<file path="config.mk">
export PLATFORM = sky130hd
export DESIGN_NAME = idle_gap_inserter
export DESIGN_NICKNAME = d
export VERILOG_FILES = /design/src/rtl/idle_gap_pkg.sv /design/src/rtl/idle_gap_datapath.sv /design/src/rtl/idle_gap_control.sv /design/src/rtl/idle_gap_inserter.sv
export SDC_FILE = /design/constraint.sdc
export NUM_CORES = 1
export LEC_CHECK = 0
export BUFFER_PORTS_ARGS = -buffer_cell sky130_fd_sc_hd__clkbuf_2
export CAP_MARGIN = 20
export CORE_MARGIN = 5
export CORE_UTILIZATION = 30
export DETAILED_ROUTE_END_ITERATION = 16
export HOLD_SLACK_MARGIN = 0.03
export SKIP_LAST_GASP = 1
export SLEW_MARGIN = 20
export SYNTH_ARGS = -nofsm -noshare
export SYNTH_HDL_FRONTEND = slang
export SYNTH_SLANG_ARGS = --single-unit
</file>
<file path="constraint.sdc">
create_clock -name clk -period 6.6 [get_ports clk]
set_input_delay 1.32 -clock clk [delete_from_list [all_inputs] [get_ports clk]]
set_output_delay 1.32 -clock clk [all_outputs]
set_load 0.01 [all_outputs]
</file>
<file path="src/rtl/idle_gap_pkg.sv">
package idle_gap_pkg;
  localparam int GAP_W   = 3;
  localparam int CFG_W   = 32;
  localparam int WW_LSB  = 28;
  localparam int RWD_LSB = 24;
  localparam int RWS_LSB = 20;
  localparam int RRD_LSB = 16;
  localparam int RRS_LSB = 12;

  typedef enum logic {ST_GAP = 1'b0, ST_BUSY = 1'b1} seqState_t;

  typedef struct packed {
    logic capture;
    logic clearIdle;
    logic countIdle;
  } gapStrobes_t;
endpackage

</file>
<file path="src/rtl/idle_gap_datapath.sv">
module idle_gap_datapath
  import idle_gap_pkg::*;
#(
  parameter int AREA_W = 3,
  parameter int CNT_W  = 3
) (
  input  logic                  clk,
  input  logic                  rstN,
  input  logic [CFG_W-1:0]      cfgWord,
  input  logic                  reqWrite,
  input  logic [AREA_W-1:0]     reqArea,
  input  gapStrobes_t           strobes,
  output logic                  delayMet
);
  localparam logic [CNT_W-1:0] CNT_MAX = {CNT_W{1'b1}};

  logic              histValid;
  logic              lastWrite;
  logic [AREA_W-1:0] lastArea;
  logic [CNT_W-1:0]  idleCnt;
  logic [GAP_W-1:0]  selDelay;
  logic              sameArea;

  assign sameArea = (lastArea == reqArea);

  always_comb begin
    if (!histValid)
      selDelay = '0;
    else if (lastWrite)
      selDelay = cfgWord[WW_LSB +: GAP_W];
    else if (reqWrite)
      selDelay = sameArea ? cfgWord[RWS_LSB +: GAP_W] : cfgWord[RWD_LSB +: GAP_W];
    else
      selDelay = sameArea ? cfgWord[RRS_LSB +: GAP_W] : cfgWord[RRD_LSB +: GAP_W];
  end

  assign delayMet = (idleCnt >= CNT_W'(selDelay));

  always_ff @(posedge clk) begin
    if (!rstN) begin
      histValid <= 1'b0;
      lastWrite <= 1'b0;
      lastArea  <= '0;
    end else if (strobes.capture) begin
      histValid <= 1'b1;
      lastWrite <= reqWrite;
      lastArea  <= reqArea;
    end
  end

  always_ff @(posedge clk) begin
    if (!rstN)
      idleCnt <= '0;
    else if (strobes.clearIdle)
      idleCnt <= '0;
    else if (strobes.countIdle && idleCnt != CNT_MAX)
      idleCnt <= idleCnt + 1'b1;
  end

  // idle count only moves up until a real access end clears it
  assert_idle_monotonic_R8: assert property (@(posedge clk) disable iff (!rstN)
    !strobes.clearIdle |=> idleCnt >= $past(idleCnt));

  // remembered access changes only on a grant
  assert_history_hold_R10: assert property (@(posedge clk) disable iff (!rstN)
    !strobes.capture |=> ($stable(lastWrite) && $stable(lastArea) && $stable(histValid)));

  // a grant is never given before the selected gap has elapsed
  assert_gap_respected_R3: assert property (@(posedge clk) disable iff (!rstN)
    strobes.capture |-> idleCnt >= CNT_W'(selDelay));
endmodule

</file>
<file path="src/rtl/idle_gap_control.sv">
module idle_gap_control
  import idle_gap_pkg::*;
(
  input  logic        clk,
  input  logic        rstN,
  input  logic        reqValid,
  input  logic        accDone,
  input  logic        delayMet,
  output logic        grant,
  output gapStrobes_t strobes
);
  seqState_t state;

  assign grant = (state == ST_GAP) && reqValid && delayMet;

  always_comb begin
    strobes.capture   = grant;
    strobes.clearIdle = (state == ST_BUSY) && accDone;
    strobes.countIdle = (state == ST_GAP);
  end

  always_ff @(posedge clk) begin
    if (!rstN)
      state <= ST_GAP;
    else begin
      case (state)
        ST_GAP:  if (grant)   state <= ST_BUSY;
        ST_BUSY: if (accDone) state <= ST_GAP;
        default: state <= ST_GAP;
      endcase
    end
  end

  // a grant lasts one cycle
  assert_single_grant_R2: assert property (@(posedge clk) disable iff (!rstN)
    grant |=> !grant);

  // no grant while an access has not yet ended
  assert_no_grant_busy_R2: assert property (@(posedge clk) disable iff (!rstN)
    (state == ST_BUSY && !accDone) |=> !grant);
endmodule

</file>
<file path="src/rtl/idle_gap_inserter.sv">
module idle_gap_inserter
  import idle_gap_pkg::*;
#(
  parameter int AREA_W = 3,
  parameter int CNT_W  = 3
) (
  input  logic              clk,
  input  logic              rstN,
  input  logic [31:0]       cfgWord,
  input  logic              reqValid,
  input  logic              reqWrite,
  input  logic [AREA_W-1:0] reqArea,
  input  logic              accDone,
  output logic              grant
);
  gapStrobes_t strobes;
  logic        delayMet;

  idle_gap_control ctrl_i (
    .clk      (clk),
    .rstN     (rstN),
    .reqValid (reqValid),
    .accDone  (accDone),
    .delayMet (delayMet),
    .grant    (grant),
    .strobes  (strobes)
  );

  idle_gap_datapath #(.AREA_W(AREA_W), .CNT_W(CNT_W)) dp_i (
    .clk      (clk),
    .rstN     (rstN),
    .cfgWord  (cfgWord),
    .reqWrite (reqWrite),
    .reqArea  (reqArea),
    .strobes  (strobes),
    .delayMet (delayMet)
  );
endmodule

</file>
## Word-level counts from Yosys, hierarchy flattened

Cells that the tools add are included.

| word-level totals | value |
|---|---|
| register bits after elaboration | 9 |
| input port bits | 40 |
| output and inout port bits | 1 |

| operators by class | value |
|---|---|
| add/subtract/negate cells | 1 |
| order comparisons | 1 |
| eq/ne operators | 2 |
| muxes and demuxes | 8 |
| bitwise operators | 2 |
| reduce and logical (&&, ||, !) cells | 5 |

Operator list:

| kind | count |
|---|---|
| $mux W3 | 5 |
| $logic_and A1 B1 Y1 | 4 |
| $add A3 B1 Y3 const B | 1 |
| $eq A3 B3 Y1 | 1 |
| $ge A3 B3 Y1 | 1 |
| $ne A3 B3 Y1 const B | 1 |
| $mux W1 | 2 |
| $not A1 Y1 | 2 |
| $pmux W1 S2 | 1 |
| $reduce_or A2 Y1 | 1 |

## Depth between registers and ports, before layout

Gate-level depths: netlist of run 1.

| logic depth | value |
|---|---|
| depth after elaboration | 9 |
| mapped depth | 11 |

## By module

A second synthesis of run 1 with hierarchy kept.

| second synthesis, totals | value |
|---|---|
| cells, all modules | 54 |
| area, all modules | 588.1 µm² |

Modules (own cells, without submodules):

| module | instances | cells each | area each (µm²) | sequential area each (µm²) |
|---|---|---|---|---|
| idle_gap_datapath | 1 | 47 | 524.3 | 160.2 |
| idle_gap_control | 1 | 7 | 63.8 | 20.0 |

## Least setup slack after synthesis of run 1

OpenSTA, ideal clock, no wires.

| timing | value |
|---|---|
| path type | input to output |
| start point | in reqArea[0] |
| end point | out grant |
| arrival | 3147 ps |
| required time | 5280 ps |
| setup slack | 2133 ps |
| stages on the path | 10 |
| buffers on the path | 0 |
| cells stage by stage | xnor2_1 nand3_2 mux4_2 a22o_1 ha_1 nand2b_1 a21o_1 a21o_1 nand2_1 inv_1 |

| on the way | value |
|---|---|
| cells in the longest elaborated chain, start to end | 7 |
| elaborated cells on any way between the ends | 8 |
| classes of those cells | 1 x order compare; 1 x eq/ne; 5 x mux; 1 x reduce/logical |

RTL lines:

| element | RTL line | source |
|---|---|---|
| start: declaration | idle_gap_inserter.sv:12 | `input logic [AREA_W-1:0] reqArea,` |
| $eq A3 B3 Y1 (*) | idle_gap_datapath.sv:24 | `assign sameArea = (lastArea == reqArea);` |
| $mux W3, on equally long branches | idle_gap_datapath.sv:34, idle_gap_datapath.sv:32 |  |
| $mux W3 (*) | idle_gap_datapath.sv:31 | `else if (reqWrite)` |
| $mux W3 (*) | idle_gap_datapath.sv:29 | `else if (lastWrite)` |
| $mux W3 (*) | idle_gap_datapath.sv:27 | `if (!histValid)` |
| $ge A3 B3 Y1 (*) | idle_gap_datapath.sv:37 | `assign delayMet = (idleCnt >= CNT_W'(selDelay));` |
| $logic_and A1 B1 Y1 (*) | idle_gap_control.sv:14 | `assign grant = (state == ST_GAP) && reqValid && delayMet;` |
| end: declaration | idle_gap_inserter.sv:14 | `output logic grant` |

Mark *: on every way between the ends. The rest lies on a longest branch, timed or not.

## Worst setup path after layout of run 1

| timing | value |
|---|---|
| start point | in reqArea[1] |
| end point | out grant |

The elaborated chain is that of the path after synthesis.

==> flow_metrics.tcl, run 1 <==
set metrics [dict create \
    start_kind "input port" \
    synth.distinct_cells 19 \
    cts_resized 0 \
    ctsHoldBuffers 0 \
    syn_nets 106 \
    setup_viol 0 \
    p_per_area_nw_per_um2 281 \
    worstSetupPathType "input port to primary output" \
    grt_use_met1 0.129 \
    clkSinkCount 9 \
    slew_viol_final 0 \
    critPathArrivalTime_ps 3530 \
    numCtsBuffers 3 \
    row_count 15 \
    use_met2 0.159 \
    period_minus_slack_ps 4850 \
    grt_max_degree 9 \
    critPathCaptureType "primary output" \
    die_area_um2 2850 \
    drv_cap 0 \
    ir_drop_v 0.000144 \
    drt_wl_total_um 1330 \
    io_pins 41 \
    critPathRequiredTime_ps 5280 \
    core_area_um2 1760 \
    cts-htree-levels 1 \
    routedWlPerCell_um 11.8 \
    remaining_drc_errors 0 \
    yosys_register_bits 9 \
    nFillCells 191 \
    grtUsageMet3 0.0563 \
    clock_latency_ps 250 \
    leakage_nw 0.338 \
    die_w_um 53.4 \
    rsz0062_at_grt "no" \
    place.gp.congestion 0.702 \
    io_buffers 23 \
    start_util 0.320 \
    yosys_warnings 0 \
    min_path_type "flop to flop" \
    worst_pin_slew_ps 329 \
    hold_viol 0 \
    cts_buffer_depth 2 \
    mappedNetlistArea_um2 564 \
    grt_usage 0.109 \
    final_common_cell "clkbuf_2" \
    antenna_cells 0 \
    die_h_um 53.4 \
    finClkSkew_ps 3.20 \
    synth-seq-area-share 0.319 \
    via_count 553 \
    layout-drive-gt1-share 0.341 \
    syn_area_per_cell_um2 9.25 \
    viasPerCell 4.89 \
    dp_hpwl_um 1140 \
    finalCritPeriodShare 0.735 \
    mostFrequentLayoutCells "clkbuf_2 (23), dfxtp_1 (9), a21oi_1 (7), o21ai_0 (5), ha_1 (5)" \
    tritoncts "built" \
    crit_path_max_fanout 5 \
    grt.busiest_layer "met2" \
    grt_pass1_wl_um 2180 \
    drtPass1Iterations 4 \
    setup-tns-final_ps 0 \
    power_uw 207 \
    path_clk_slew_ps 60 \
    netlist_instances 61 \
    status "finished clean" \
    cts-root-buf "clkbuf_4" \
    finalNetCount 134 \
    grt_pass1_vias 537 \
    cts_setup_buffers 0 \
    antenna_found_initial 0 \
    area_delta_synth_final_pct 30.6 \
    clock.fmax_ghz 0.206 \
    drtIter0Drc 10 \
    overflow 0 \
    antenna_left 0 \
    relSlewSlack 0.779 \
]
[worst paths after layout]
check | start | endpoint | slack (ps) | cells past startpoint
setup / recovery | reqArea[1] | grant | 1750 | 12
hold / removal | dp_i.lastArea[1] | dp_i.lastArea[1] | 490 | 2
hold reg to reg | dp_i.lastArea[1] | dp_i.lastArea[1] | 490 | 2
setup reg to reg | dp_i.lastArea[1] | dp_i.histValid | 4020 | 11
[worst max-delay path, cell delays in order]
cell,delay (ps)
clkbuf_2,100
xnor2_1,180
nand3_2,170
mux4_2,460
a22o_1,200
ha_1,260
nand2b_1,140
a21o_1,190
a21o_1,230
nand2_1,90
inv_1,60
clkbuf_2,120
[state kept, by name (all words and copies together), names as in the netlist]
name            cells
dp_i.lastWrite      1
dp_i.lastArea       3
ctrl_i.state        1
dp_i.idleCnt        3
dp_i.histValid      1
[power by group]
| part | switching (mW) | internal, mW | total, mW | leakage (nW) |
|---|---|---|---|---|
| clock | 0.0185 | 0.0233 | 0.0418 | 0.0150 |
| sequential | 0.0109 | 0.0669 | 0.0779 | 0.0740 |
| combinational | 0.0445 | 0.0432 | 0.0877 | 0.249 |
[kinds of logic (layout without fill, tap and decap cells)]
| family | after synthesis | after routing | synth area share |
|---|---|---|---|
| AO/OA/AOI/OAI | 20 | 20 | 0.215 |
| multiplexers | 3 | 3 | 0.120 |
| adder cells (fa/ha/maj) | 5 | 5 | 0.111 |
| AND/OR/NAND/NOR | 17 | 17 | 0.162 |
| buffers and inverters | 4 | 31 | 0.0266 |
| flip-flops | 9 | 9 | 0.319 |
| XOR/XNOR | 3 | 3 | 0.0466 |
[Yosys cell counts]
library cell / count / share of area
nor2_1: 4 / 0.027
nor3_1: 1 / 0.0089
o21a_1: 1 / 0.013
dfxtp_1: 9 / 0.32
nand2_1: 1 / 0.0066
mux4_2: 3 / 0.12
a22o_1: 1 / 0.016
inv_1: 4 / 0.027
o21ai_0: 5 / 0.044
a21oi_1: 7 / 0.062
a21o_1: 2 / 0.027
nand3_1: 4 / 0.035
nor2b_1: 2 / 0.022
and2_1: 1 / 0.011
xnor2_1: 3 / 0.047
nand3_2: 1 / 0.018
a22oi_1: 4 / 0.053
ha_1: 5 / 0.11
nand2b_1: 3 / 0.033
[routing by layer]
| layer | routed length, µm | vias to the layer above |
|---|---|---|
| met2 | 553 | 22 |
| met3 | 153 | 2 |
| met1 | 606 | 249 |
| met4 | 21 | 0 |
| met5 | 0 | - |
| li1 | - | 280 |
[stage by stage]
| stage | instances | hold slack, ps | setup slack [ps] | utilization | area, µm² |
|---|---|---|---|---|---|
| 2_1_floorplan | 61 | 447 | 2130 | - | 564 |
| 3_3_place_gp | 109 | 474 | 1790 | 0.403 | 711 |
| 3_5_place_dp | 109 | 485 | 1760 | 0.403 | 711 |
| 4_1_cts | 113 | 494 | 1730 | 0.418 | 737 |
| 5_1_grt | 113 | 510 | 1600 | 0.418 | 737 |
| 6_report | 113 | 488 | 1750 | 0.418 | 737 |
[cell type report]
| class | count | area (µm²) | share of cell area |
|---|---|---|---|
| flip-flops and latches | 9 | 180 | 0.244 |
| inverters | 4 | 15.0 | 0.0204 |
| clock buffers | 4 | 26.3 | 0.0357 |
| multi-input cells | 48 | 369 | 0.501 |
| well taps | 25 | 31.3 | 0.0424 |
| repair buffers | 23 | 115 | 0.156 |
Note: power is estimated with default switching activity, not from simulation.
==> run 2: changes to the inputs <==
ABC_AREA = 1   (was not set)
clock period = 5 ns   (was 6.6 ns; I/O delays follow)
==> flow_metrics.tcl, run 2 <==
set metrics [dict create \
    synthAdderAreaFrac 0.100 \
    grt_pass1_vias 665 \
    mappedNetlistArea_um2 623 \
    finClkSkew_ps 2.98 \
    place.gp.congestion 0.778 \
    critPathRequiredTime_ps 4000 \
    cts-htree-levels 1 \
    synth.most_common_cell "nand2_1" \
    stdcell_count 148 \
    ir_drop_v 0.000133 \
    syn_nets 139 \
    async_flop_share 0 \
    grt_usage 0.109 \
    clock.fmax_ghz 0.255 \
    grt_max_degree 10 \
    setup_viol 0 \
    synthFlopType "dfxtp_1" \
    crit_path_max_fanout 9 \
    netlist_instances 94 \
    path_clk_slew_ps 60 \
    period_minus_slack_ps 3920 \
    yosys_warnings 0 \
    cts-root-buf "clkbuf_4" \
    dp_cells 144 \
    finalNetCount 167 \
    yosysTopAreaCell "dfxtp_1" \
    die_area_um2 3090 \
    numCtsBuffers 3 \
    mostFrequentLayoutCells "nand2_1 (27), clkbuf_2 (23)" \
    via_count 683 \
    slowest_stage "xnor2_2" \
    antenna_found_initial 0 \
    cts_resized 0 \
    hold_viol 0 \
    routedWlPerCell_um 9.90 \
    status "finished clean" \
    synth_edf_count 0 \
    yosys.area_share.simple 0.378 \
    synth_mux_area_frac 0 \
    clkSinkCount 9 \
    clock_latency_ps 260 \
    yosys-top-cells-area "dfxtp_1 (29%), nand2_1 (16%), ha_1 (10%)" \
    drtIter0Drc 10 \
    critPathArrivalTime_ps 2920 \
    yosysTopAreaCellShare 0.289 \
    die_h_um 55.6 \
    ctsHoldBuffers 0 \
    setup_slack_ps 1080 \
    finalCritPeriodShare 0.784 \
    crit_top_cell "nand2_1" \
    remaining_drc_errors 0 \
    cts_setup_buffers 0 \
    relSlewSlack 0.769 \
    final_common_cell "nand2_1" \
    start_util 0.318 \
    synth_compound_area_frac 0.137 \
    synth-xor-area-share 0.0261 \
    tritoncts "built" \
    area_delta_synth_final_pct 28.1 \
    synth.distinct_cells 18 \
    drtPass1Iterations 4 \
    synth-seq-area-share 0.289 \
    start_kind "input port" \
    overflow 0 \
    antenna_cells 0 \
    setup-tns-final_ps 0 \
    worstSetupPathType "input port to primary output" \
    io_buffers 23 \
    reg.largest.list "dp_i.idleCnt: 3 flops, dp_i.lastArea: 3 flops" \
    leakage_nw 0.425 \
    place_area_um2 772 \
    grt_pass1_wl_um 2780 \
    yosys_register_bits 9 \
    min_path_type "flop to flop" \
    fin_area_um2 798 \
    syn_area_per_cell_um2 6.63 \
    antenna_left 0 \
    critPathCaptureType "primary output" \
    io_pins 41 \
    die_w_um 55.6 \
    row_count 16 \
    synth_common_cells "nand2_1 (27), a21oi_1 (9), dfxtp_1 (9), inv_1 (9), nor2_1 (9)" \
    core_area_um2 1960 \
    critical-path-max-stage-delay_ps 300 \
    synth_top_family_by_area "simple AND/OR/NAND/NOR gates" \
    p_per_area_nw_per_um2 376 \
    worst_pin_slew_ps 344 \
    place_ws_ps 1040 \
    viasPerCell 4.61 \
    slew_viol_final 0 \
    drv_cap 0 \
    cts_buffer_depth 2 \
    drt_wl_total_um 1470 \
    crit_chain "clkbuf_2 -> xnor2_2 -> nand3_2 -> nand2_1 -> nand3_1 -> nand2_1 -> nand2_1 -> nand2_1 -> ha_1 -> a21oi_1 -> o211ai_1 -> nand2_1 -> inv_2 -> clkbuf_2" \
    layout-drive-gt1-share 0.264 \
    rsz0062_at_grt "no" \
    dp_hpwl_um 1260 \
]
==> run 2: worst max-delay path, delay by kind of cell <==
kind	cells	cell delay (ps)
XOR/XNOR	1	300
adder cells (fa/ha/maj)	1	250
AO/OA/AOI/OAI	2	260
buffers and inverters	3	300
AND/OR/NAND/NOR	7	820
==> run 2: path summary, 6_finish.rpt <==
check / start / endpoint / slack (ps) / cells past startpoint
min reg2reg: dp_i.lastArea[1] / dp_i.lastArea[1] / 480 / 2
min: dp_i.lastArea[1] / dp_i.lastArea[1] / 480 / 2
max: reqArea[2] / grant / 1080 / 14
max reg2reg: dp_i.lastArea[2] / dp_i.lastArea[2] / 2720 / 14
==> run 2: layer usage <==
layer  vias to the layer above  global-route usage  share of wire
met3                         4              0.0186          0.060
li1                        371                   -              -
met2                        20               0.167           0.45
met4                         0              0.0729          0.031
met1                       288               0.137           0.46
met5                         -                   0              0
==> run 2: cell families (layout without fill, tap and decap cells) <==
family	count (synthesis)	count (layout)
simple gates	52	52
compound gates	16	16
buf+inv	11	38
flops	9	9
fa+ha+maj	5	5
xor+xnor	1	1
==> run 2: final cells by class <==
cell class / count / area [µm²]
fillers: 219 / 1160
repair buffers: 23 / 115
inverters: 11 / 43.8
multi-input cells: 74 / 399
flip-flops and latches: 9 / 180
well taps: 27 / 33.8
clock buffers: 4 / 26.3
==> run 2: report_power, final <==
group	internal (mW)	switching, mW	total [mW]
logic	0.0545	0.0841	0.139
clock network	0.0308	0.0263	0.0571
registers	0.0911	0.0137	0.105
==> run 2: per-stage QoR <==
stage	hold slack, ps	util	power (mW)
final	479	0.407	0.300
after CTS	484	0.407	0.305
after floorplan	444	-	0.210
after global placement	453	0.393	0.240
after global routing	520	0.407	0.334
after detailed placement	476	0.393	0.247
